--- config.mk ---
export PLATFORM = sky130hd
export DESIGN_NAME = dcsw_window_map
export DESIGN_NICKNAME = d
export VERILOG_FILES = /design/src/rtl/dcsw_pkg.sv /design/src/rtl/dcsw_regs.sv /design/src/rtl/dcsw_compact.sv /design/src/rtl/dcsw_scan.sv /design/src/rtl/dcsw_window_map.sv
export SDC_FILE = /design/constraint.sdc
export NUM_CORES = 1
export LEC_CHECK = 0
export BUFFER_PORTS_ARGS = -buffer_cell sky130_fd_sc_hd__buf_2
export CORE_MARGIN = 2
export CORE_UTILIZATION = 45
export DETAILED_ROUTE_END_ITERATION = 6
export PLACE_DENSITY = 0.85
export SYNTH_ARGS = -nofsm -noshare
export SYNTH_HDL_FRONTEND = slang
export SYNTH_SLANG_ARGS = --single-unit
--- constraint.sdc ---
create_clock -name clk -period 3.9 [get_ports clk]
set_input_delay 0.585 -clock clk [delete_from_list [all_inputs] [get_ports clk]]
set_output_delay 0.585 -clock clk [all_outputs]
set_load 0.01 [all_outputs]
--- src/rtl/dcsw_pkg.sv ---
package dcsw_pkg;

    // One chip-select window as held in the register table.
    typedef struct packed {
        logic [7:0] base_top;   // address bits 31:24
        logic [3:0] base_ext;   // address bits above 4 GB
        logic [7:0] span;       // size field, 16 MB granules
        logic [2:0] cs_tag;     // stored chip-select tag
        logic       en;         // window enable
    } cs_win_t;

    localparam int GRAN_BITS = 24;

    typedef enum logic [1:0] {
        S_IDLE,
        S_SCAN,
        S_DONE
    } scan_state_e;

    function automatic logic win_usable(cs_win_t w);
        return w.en && (w.base_ext == 4'd0);
    endfunction

endpackage

--- src/rtl/dcsw_regs.sv ---
module dcsw_regs
    import dcsw_pkg::*;
#(
    parameter int NUM_CS = 4,
    parameter int REG_AW = $clog2(NUM_CS) + 3
) (
    input  logic                   clk,
    input  logic                   rst_n,
    input  logic                   reg_wr,
    input  logic [REG_AW-1:0]      reg_addr,
    input  logic [31:0]            reg_wdata,
    output logic [31:0]            reg_rdata,
    output cs_win_t [NUM_CS-1:0]   wins
);
    localparam int CS_W = $clog2(NUM_CS);

    cs_win_t [NUM_CS-1:0] win_q;
    logic [CS_W-1:0]      sel_idx;
    logic                 sel_size;

    assign sel_idx  = reg_addr[REG_AW-1:3];
    assign sel_size = reg_addr[2];
    assign wins     = win_q;

    always_ff @(posedge clk) begin
        if (!rst_n) begin
            win_q <= '0;
        end else if (reg_wr) begin
            for (int i = 0; i < NUM_CS; i++) begin
                if (sel_idx == CS_W'(i)) begin
                    if (sel_size) begin
                        win_q[i].span   <= reg_wdata[31:24];
                        win_q[i].cs_tag <= reg_wdata[4:2];
                        win_q[i].en     <= reg_wdata[0];
                    end else begin
                        win_q[i].base_top <= reg_wdata[31:24];
                        win_q[i].base_ext <= reg_wdata[3:0];
                    end
                end
            end
        end
    end

    always_comb begin
        reg_rdata = '0;
        for (int i = 0; i < NUM_CS; i++) begin
            if (sel_idx == CS_W'(i)) begin
                if (sel_size)
                    reg_rdata = {win_q[i].span, 19'd0, win_q[i].cs_tag, 1'b0, win_q[i].en};
                else
                    reg_rdata = {win_q[i].base_top, 20'd0, win_q[i].base_ext};
            end
        end
    end

    // a size write to window g sets its enable from data bit 0
    for (genvar g = 0; g < NUM_CS; g++) begin : g_wr_chk
        a_r2_size_write_lands: assert property (@(posedge clk) disable iff (!rst_n)
            (reg_wr && sel_size && sel_idx == CS_W'(g)) |=> (wins[g].en == $past(reg_wdata[0])));
        a_r2_base_write_lands: assert property (@(posedge clk) disable iff (!rst_n)
            (reg_wr && !sel_size && sel_idx == CS_W'(g)) |=> (wins[g].base_top == $past(reg_wdata[31:24])));
    end

endmodule

--- src/rtl/dcsw_compact.sv ---
module dcsw_compact
    import dcsw_pkg::*;
#(
    parameter int NUM_CS   = 4,
    parameter bit COHERENT = 1'b0
) (
    input  logic                        clk,
    input  logic                        rst_n,
    input  cs_win_t [NUM_CS-1:0]        wins,
    input  logic [$clog2(NUM_CS)-1:0]   rd_slot,
    output logic [NUM_CS-1:0]           usable_vec,
    output logic [$clog2(NUM_CS+1)-1:0] active_cnt,
    output logic                        slot_valid,
    output logic [$clog2(NUM_CS)-1:0]   slot_cs,
    output logic [31:0]                 slot_base,
    output logic [32:0]                 slot_size,
    output logic [NUM_CS:0]             slot_attr
);
    localparam int CS_W  = $clog2(NUM_CS);
    localparam int CNT_W = $clog2(NUM_CS+1);

    function automatic logic [NUM_CS:0] attr_for(logic [CS_W-1:0] idx);
        logic [NUM_CS:0] a;
        a = {COHERENT, {NUM_CS{1'b1}}};
        a[idx] = 1'b0;
        return a;
    endfunction

    logic [CNT_W-1:0] run_cnt;
    logic [CS_W-1:0]  pick;
    logic             found;

    always_comb begin
        for (int i = 0; i < NUM_CS; i++)
            usable_vec[i] = win_usable(wins[i]);
    end

    // Walk ascending; the rd_slot-th usable window is the one picked.
    always_comb begin
        run_cnt = '0;
        pick    = '0;
        found   = 1'b0;
        for (int i = 0; i < NUM_CS; i++) begin
            if (usable_vec[i]) begin
                if (run_cnt == CNT_W'(rd_slot)) begin
                    found = 1'b1;
                    pick  = CS_W'(i);
                end
                run_cnt = run_cnt + 1'b1;
            end
        end
    end

    assign active_cnt = run_cnt;
    assign slot_valid = found;
    assign slot_cs    = pick;
    assign slot_base  = found ? {wins[pick].base_top, {GRAN_BITS{1'b0}}} : 32'd0;
    assign slot_size  = found ? ({1'b0, wins[pick].span, {GRAN_BITS{1'b1}}} + 33'd1) : 33'd0;
    assign slot_attr  = found ? attr_for(pick) : '0;

    a_r6_slot_in_range: assert property (@(posedge clk) disable iff (!rst_n)
        slot_valid |-> (CNT_W'(rd_slot) < active_cnt));
    a_r6_slot_is_usable: assert property (@(posedge clk) disable iff (!rst_n)
        slot_valid |-> (wins[slot_cs].en && wins[slot_cs].base_ext == 4'd0));
    a_r7_slot_attr_one_clear: assert property (@(posedge clk) disable iff (!rst_n)
        slot_valid |-> ($countones(slot_attr[NUM_CS-1:0]) == NUM_CS-1));
    a_r5_count_bound: assert property (@(posedge clk) disable iff (!rst_n)
        active_cnt <= CNT_W'(NUM_CS));

endmodule

--- src/rtl/dcsw_scan.sv ---
module dcsw_scan
    import dcsw_pkg::*;
#(
    parameter int NUM_CS   = 4,
    parameter bit COHERENT = 1'b0
) (
    input  logic                      clk,
    input  logic                      rst_n,
    input  cs_win_t [NUM_CS-1:0]      wins,
    input  logic [NUM_CS-1:0]         usable_vec,
    input  logic                      lk_req,
    input  logic [31:0]               lk_addr,
    output logic                      lk_ready,
    output logic                      res_valid,
    output logic                      res_hit,
    output logic [$clog2(NUM_CS)-1:0] res_cs,
    output logic [NUM_CS:0]           res_attr
);
    localparam int CS_W = $clog2(NUM_CS);
    localparam logic [CS_W-1:0] LAST_IDX = CS_W'(NUM_CS - 1);

    function automatic logic [NUM_CS:0] attr_for(logic [CS_W-1:0] idx);
        logic [NUM_CS:0] a;
        a = {COHERENT, {NUM_CS{1'b1}}};
        a[idx] = 1'b0;
        return a;
    endfunction

    scan_state_e     state_q, state_d;
    logic [CS_W-1:0] idx_q;
    logic [7:0]      addr_q;
    logic            hit_q;
    logic [CS_W-1:0] hit_cs_q;
    logic            match_now;

    assign match_now = usable_vec[idx_q] &&
        (((addr_q ^ wins[idx_q].base_top) & ~wins[idx_q].span) == 8'd0);

    always_comb begin
        state_d = state_q;
        unique case (state_q)
            S_IDLE:  if (lk_req) state_d = S_SCAN;
            S_SCAN:  if (idx_q == LAST_IDX) state_d = S_DONE;
            S_DONE:  state_d = S_IDLE;
            default: state_d = S_IDLE;
        endcase
    end

    always_ff @(posedge clk) begin
        if (!rst_n) state_q <= S_IDLE;
        else        state_q <= state_d;
    end

    always_ff @(posedge clk) begin
        if (!rst_n) begin
            idx_q    <= '0;
            addr_q   <= '0;
            hit_q    <= 1'b0;
            hit_cs_q <= '0;
        end else begin
            unique case (state_q)
                S_IDLE: begin
                    if (lk_req) begin
                        addr_q   <= lk_addr[31:24];
                        idx_q    <= '0;
                        hit_q    <= 1'b0;
                        hit_cs_q <= '0;
                    end
                end
                S_SCAN: begin
                    if (match_now && !hit_q) begin
                        hit_q    <= 1'b1;
                        hit_cs_q <= idx_q;
                    end
                    if (idx_q != LAST_IDX) idx_q <= idx_q + 1'b1;
                end
                S_DONE: ;
                default: ;
            endcase
        end
    end

    always_comb begin
        lk_ready  = 1'b0;
        res_valid = 1'b0;
        res_hit   = 1'b0;
        res_cs    = '0;
        res_attr  = '0;
        unique case (state_q)
            S_IDLE: lk_ready = 1'b1;
            S_SCAN: ;
            S_DONE: begin
                res_valid = 1'b1;
                res_hit   = hit_q;
                if (hit_q) begin
                    res_cs   = hit_cs_q;
                    res_attr = attr_for(hit_cs_q);
                end
            end
            default: ;
        endcase
    end

    a_r9_busy_after_accept: assert property (@(posedge clk) disable iff (!rst_n)
        (lk_req && lk_ready) |=> !lk_ready);
    a_r9_single_result: assert property (@(posedge clk) disable iff (!rst_n)
        res_valid |=> (lk_ready && !res_valid));
    a_r8_miss_clean: assert property (@(posedge clk) disable iff (!rst_n)
        (res_valid && !res_hit) |-> (res_attr == '0 && res_cs == '0));
    a_r7_hit_attr_bit_clear: assert property (@(posedge clk) disable iff (!rst_n)
        (res_valid && res_hit) |-> (!res_attr[res_cs] && res_attr[NUM_CS] == COHERENT));

endmodule

--- src/rtl/dcsw_window_map.sv ---
module dcsw_window_map
    import dcsw_pkg::*;
#(
    parameter int NUM_CS   = 4,
    parameter bit COHERENT = 1'b0,
    localparam int CS_W    = $clog2(NUM_CS),
    localparam int CNT_W   = $clog2(NUM_CS+1),
    localparam int REG_AW  = CS_W + 3
) (
    input  logic              clk,
    input  logic              rst_n,
    input  logic              reg_wr,
    input  logic [REG_AW-1:0] reg_addr,
    input  logic [31:0]       reg_wdata,
    output logic [31:0]       reg_rdata,
    input  logic              lk_req,
    input  logic [31:0]       lk_addr,
    output logic              lk_ready,
    output logic              res_valid,
    output logic              res_hit,
    output logic [CS_W-1:0]   res_cs,
    output logic [NUM_CS:0]   res_attr,
    output logic [CNT_W-1:0]  active_cnt,
    input  logic [CS_W-1:0]   rd_slot,
    output logic              slot_valid,
    output logic [CS_W-1:0]   slot_cs,
    output logic [31:0]       slot_base,
    output logic [32:0]       slot_size,
    output logic [NUM_CS:0]   slot_attr
);
    cs_win_t [NUM_CS-1:0] wins;
    logic [NUM_CS-1:0]    usable_vec;

    dcsw_regs #(.NUM_CS(NUM_CS), .REG_AW(REG_AW)) u_regs (
        .clk       (clk),
        .rst_n     (rst_n),
        .reg_wr    (reg_wr),
        .reg_addr  (reg_addr),
        .reg_wdata (reg_wdata),
        .reg_rdata (reg_rdata),
        .wins      (wins)
    );

    dcsw_compact #(.NUM_CS(NUM_CS), .COHERENT(COHERENT)) u_compact (
        .clk        (clk),
        .rst_n      (rst_n),
        .wins       (wins),
        .rd_slot    (rd_slot),
        .usable_vec (usable_vec),
        .active_cnt (active_cnt),
        .slot_valid (slot_valid),
        .slot_cs    (slot_cs),
        .slot_base  (slot_base),
        .slot_size  (slot_size),
        .slot_attr  (slot_attr)
    );

    dcsw_scan #(.NUM_CS(NUM_CS), .COHERENT(COHERENT)) u_scan (
        .clk        (clk),
        .rst_n      (rst_n),
        .wins       (wins),
        .usable_vec (usable_vec),
        .lk_req     (lk_req),
        .lk_addr    (lk_addr),
        .lk_ready   (lk_ready),
        .res_valid  (res_valid),
        .res_hit    (res_hit),
        .res_cs     (res_cs),
        .res_attr   (res_attr)
    );

    // the cycle after reset releases, nothing is usable
    a_r1_empty_after_reset: assert property (@(posedge clk) disable iff (!rst_n)
        $rose(rst_n) |-> (active_cnt == '0 && lk_ready));

endmodule

==> run_results.csv <==
group,metric,value,unit
sta,fin_ws,-0.196,ns
cts,clk_latency,0.36,ns
hold_path,min_to,"u_regs.wins[3]",
placed_design,dp_cells,1131,
synthesis,synthArstFlopShare,0,%
floorplanning,fp.dieW,131,microns
routing,drt_first_pass_iters,6,
placed_design,pre_cts_slack,-0.000425,ns
finish,final_cell_mix,"223 x nand2_1, 108 x dfxtp_1, 105 x a21boi_0, 76 x buf_2, 69 x conb_1",
synthesis,ys_seq_area_share,30.8,%
job,drv_cap,0,
run_status,outcome,"finished, violations left",
synthesis,synth_top_area_share,30.8,%
placed_design,placed_cell_area,7620,sq um
synthesis,synth-seq-cells,111,
worst_setup_path,critPathMaxFanout,7,
synthesis,synth.avg_cell_area,8.38,sq um
worst_setup_path,cp.required,3.31,ns
hold_path,worst_hold_startpoint,"u_regs.wins[3]",
cts,hold_buffers,0,
cts,cts_tree,"yes",
sta,whs,0.468,ns
routing,via_per_inst,5.72,
power,vdd_drop_max,211,uV
finish,nets,1018,
global_routing,grt_max_degree,112,
power,p_leak,3.18,nW
routing,wl_per_cell,18.7,microns
cts,clk_pin_slew,0.08,ns
synthesis,synthesis.area,7220,sq um
sta,final.min_clock_period,4.10,ns
worst_setup_path,r2r_slack,0.90,ns
finish,design_area,8310,sq um
worst_setup_path,critPathLaunch,"u_regs.wins[12]",
routing,postRouteAntennaNets,0,
run_status,violations,"negative setup slack",
sta,worst_slew_pin_slew,0.935,ns
finish,filler_cell_count,1375,
cts,clock_sinks,111,
cts,clock_path_buffers,2,
worst_setup_path,critPathLaunchType,"flop",
sta,rsz0062_at_grt,"true",
cts,cts-root-buf,"clkbuf_16",
finish,finalNonFillerCells,1160,
global_routing,grt_pass1_vias,5940,
floorplanning,fp.dieArea,17100,sq um
routing,drc_errors,0,
finish,drive_above_1_share,25.7,%
finish,syn2layout_area_growth,15.2,%
cts,htree_levels,3,
synthesis,yosysWarnings,0,
global_routing,antenna_found_initial,1,
routing,drt_iter0_drc,986,
worst_setup_path,cp.arrival,3.51,ns
routing,via_count,6631,
cts,cts_inserted_buffers,9,
floorplanning,die_h,131,microns
routing,routed_wl,21.7,mm
global_routing,grt_pass1_wl,33.1,mm
hold_path,hp-class,"reg2reg",
floorplanning,io_pins,193,
synthesis,synthTopCellsByArea,"dfxtp_1 31%, nand2_1 12%, a21boi_0 11%",
worst_setup_path,critPathCaptureType,"output pin",
power,p_total,2.58,mW
sta,max_freq,244,MHz
synthesis,synth_cells,861,
hold_path,hold_depth,2,
power,pwr_density_cell,310,nW/um^2
sta,post-route-period-util,105,%
worst_setup_path,r2r-start,"u_regs.wins[61]",
global_routing,grt.total_usage,25.3,%
placed_design,hpwl,14.6,mm
worst_setup_path,reg2reg_to,"u_scan.hit_cs_q[0]",
sta,setup_viol,7,
floorplanning,core,15800,sq um
finish,antenna_cells,0,
synthesis,synth_top_flop_cell,"dfxtp_1",
finish,final_common_cell,"nand2_1",
placed_design,routabilityCongestion,0.962,
floorplanning,start_util,45.8,%
sta,final-hold-violation-count,0,
sta,relSlewSlack,37.7,%
floorplanning,num_rows,46,
sta,slew_violations,0,
synthesis,synth_top_area_cell,"dfxtp_1",
synthesis,synth.distinct_cells,68,
worst_setup_path,reg2regPathDepth,10,
sta,clock_skew,0.0112,ns
synthesis,synth_edf_count,0,
placed_design,io_buffers,78,
global_routing,grt-ovfl-total,0,
worst_setup_path,critical_path_class,"reg2out",
==> synthesized netlist by cell type, drive strengths merged, types with 2 or more instances <==
cell type,number
a21boi,106
a21oi,7
a221oi,14
and2,5
and3,5
buf,89
clkbuf,47
dfxtp,111
ha,4
inv,10
mux2,13
mux2i,18
mux4,24
nand2,226
nand2b,5
nand3,12
nand4,4
nor2,51
nor2b,13
nor3,5
nor3b,3
nor4,2
o2111ai,2
o211ai,2
o21a,2
o21ai,5
o221ai,2
o22ai,13
o31ai,4
or3,2
or4,3
xnor2,33
xor2,7
==> through the flow <==
stage / utilization (%) / setup TNS [ns]
final: 52.7 / -0.691
after global placement: 48.3 / 0
after CTS: 51.3 / -0.518
after global routing: 52.7 / -1.86
after floorplan: - / 0
after detailed placement: 48.3 / -0.000425
==> final cells by class <==
cell class	instances	area, sq um	area share [%]
clock inverters	6	92.6	1.11
clock buffers	10	239	2.87
well taps	216	270	3.25
inverters	10	45.0	0.542
repair buffers	135	892	10.7
multi-input cells	672	4550	54.7
flip-flops and latches	111	2230	26.8
==> critical path, cell delays in order, from the launching register on <==
cell	delay (ns)
dfxtp_2	0.33
nor4_4	0.34
nand2_2	0.12
ha_4	0.25
or3_4	0.39
nand3_4	0.10
o211ai_2	0.10
and2_4	0.24
a221oi_4	0.32
nand4_2	0.16
or4_4	0.54
a21oi_2	0.12
buf_2	0.14
==> report_power, final <==
group	total, mW	internal, mW	leakage [nW]	switching (mW)
clock	1.03	0.584	0.155	0.445
combinational	0.345	0.136	2.13	0.209
sequential	1.20	1.16	0.901	0.0416
total	2.58	1.88	3.18	0.696
==> repair_timing <==
| action | CTS | global route |
|---|---|---|
| buffers inserted | 12 | 1 |
| pin swaps | 20 | 15 |
| resized for setup | 11 | 43 |
| endpoints found under the setup margin | 16 | 19 |
| cloned | 0 | 1 |
==> kinds of logic after synthesis <==
group                    share of synthesized area, %
adder cells (fa/ha/maj)                         0.832
AND/OR/NAND/NOR                                  21.0
XOR/XNOR                                         4.86
AO/OA/AOI/OAI                                    17.8
multiplexers                                     12.1
flip-flops                                       30.8
buffers and inverters                            12.6
other                                          0.0520
==> metal layers <==
layer	share of wire, %	vias up	track usage, %
li1	-	2945	-
met1	38	3091	33.6
met2	46	491	40.0
met3	11	102	5.78
met4	4.0	2	10.5
met5	0.051	-	0
==> registers in the layout, indices dropped and copies added (netlist names) <==
register,count
u_scan.state_q,2
u_regs.wins,96
u_scan.hit_cs_q,2
u_scan.hit_q,1
u_scan.idx_q,2
u_scan.addr_q,8
==> how the worst max path moves through the flow <==
stage and end:
4_1_cts slot_size[31], 2_1_floorplan slot_size[31], 3_3_place_gp slot_size[31], 3_5_place_dp slot_size[31], 5_1_grt slot_size[31], 6_report slot_size[31]
No activity file was read; power rests on OpenSTA's default activity.
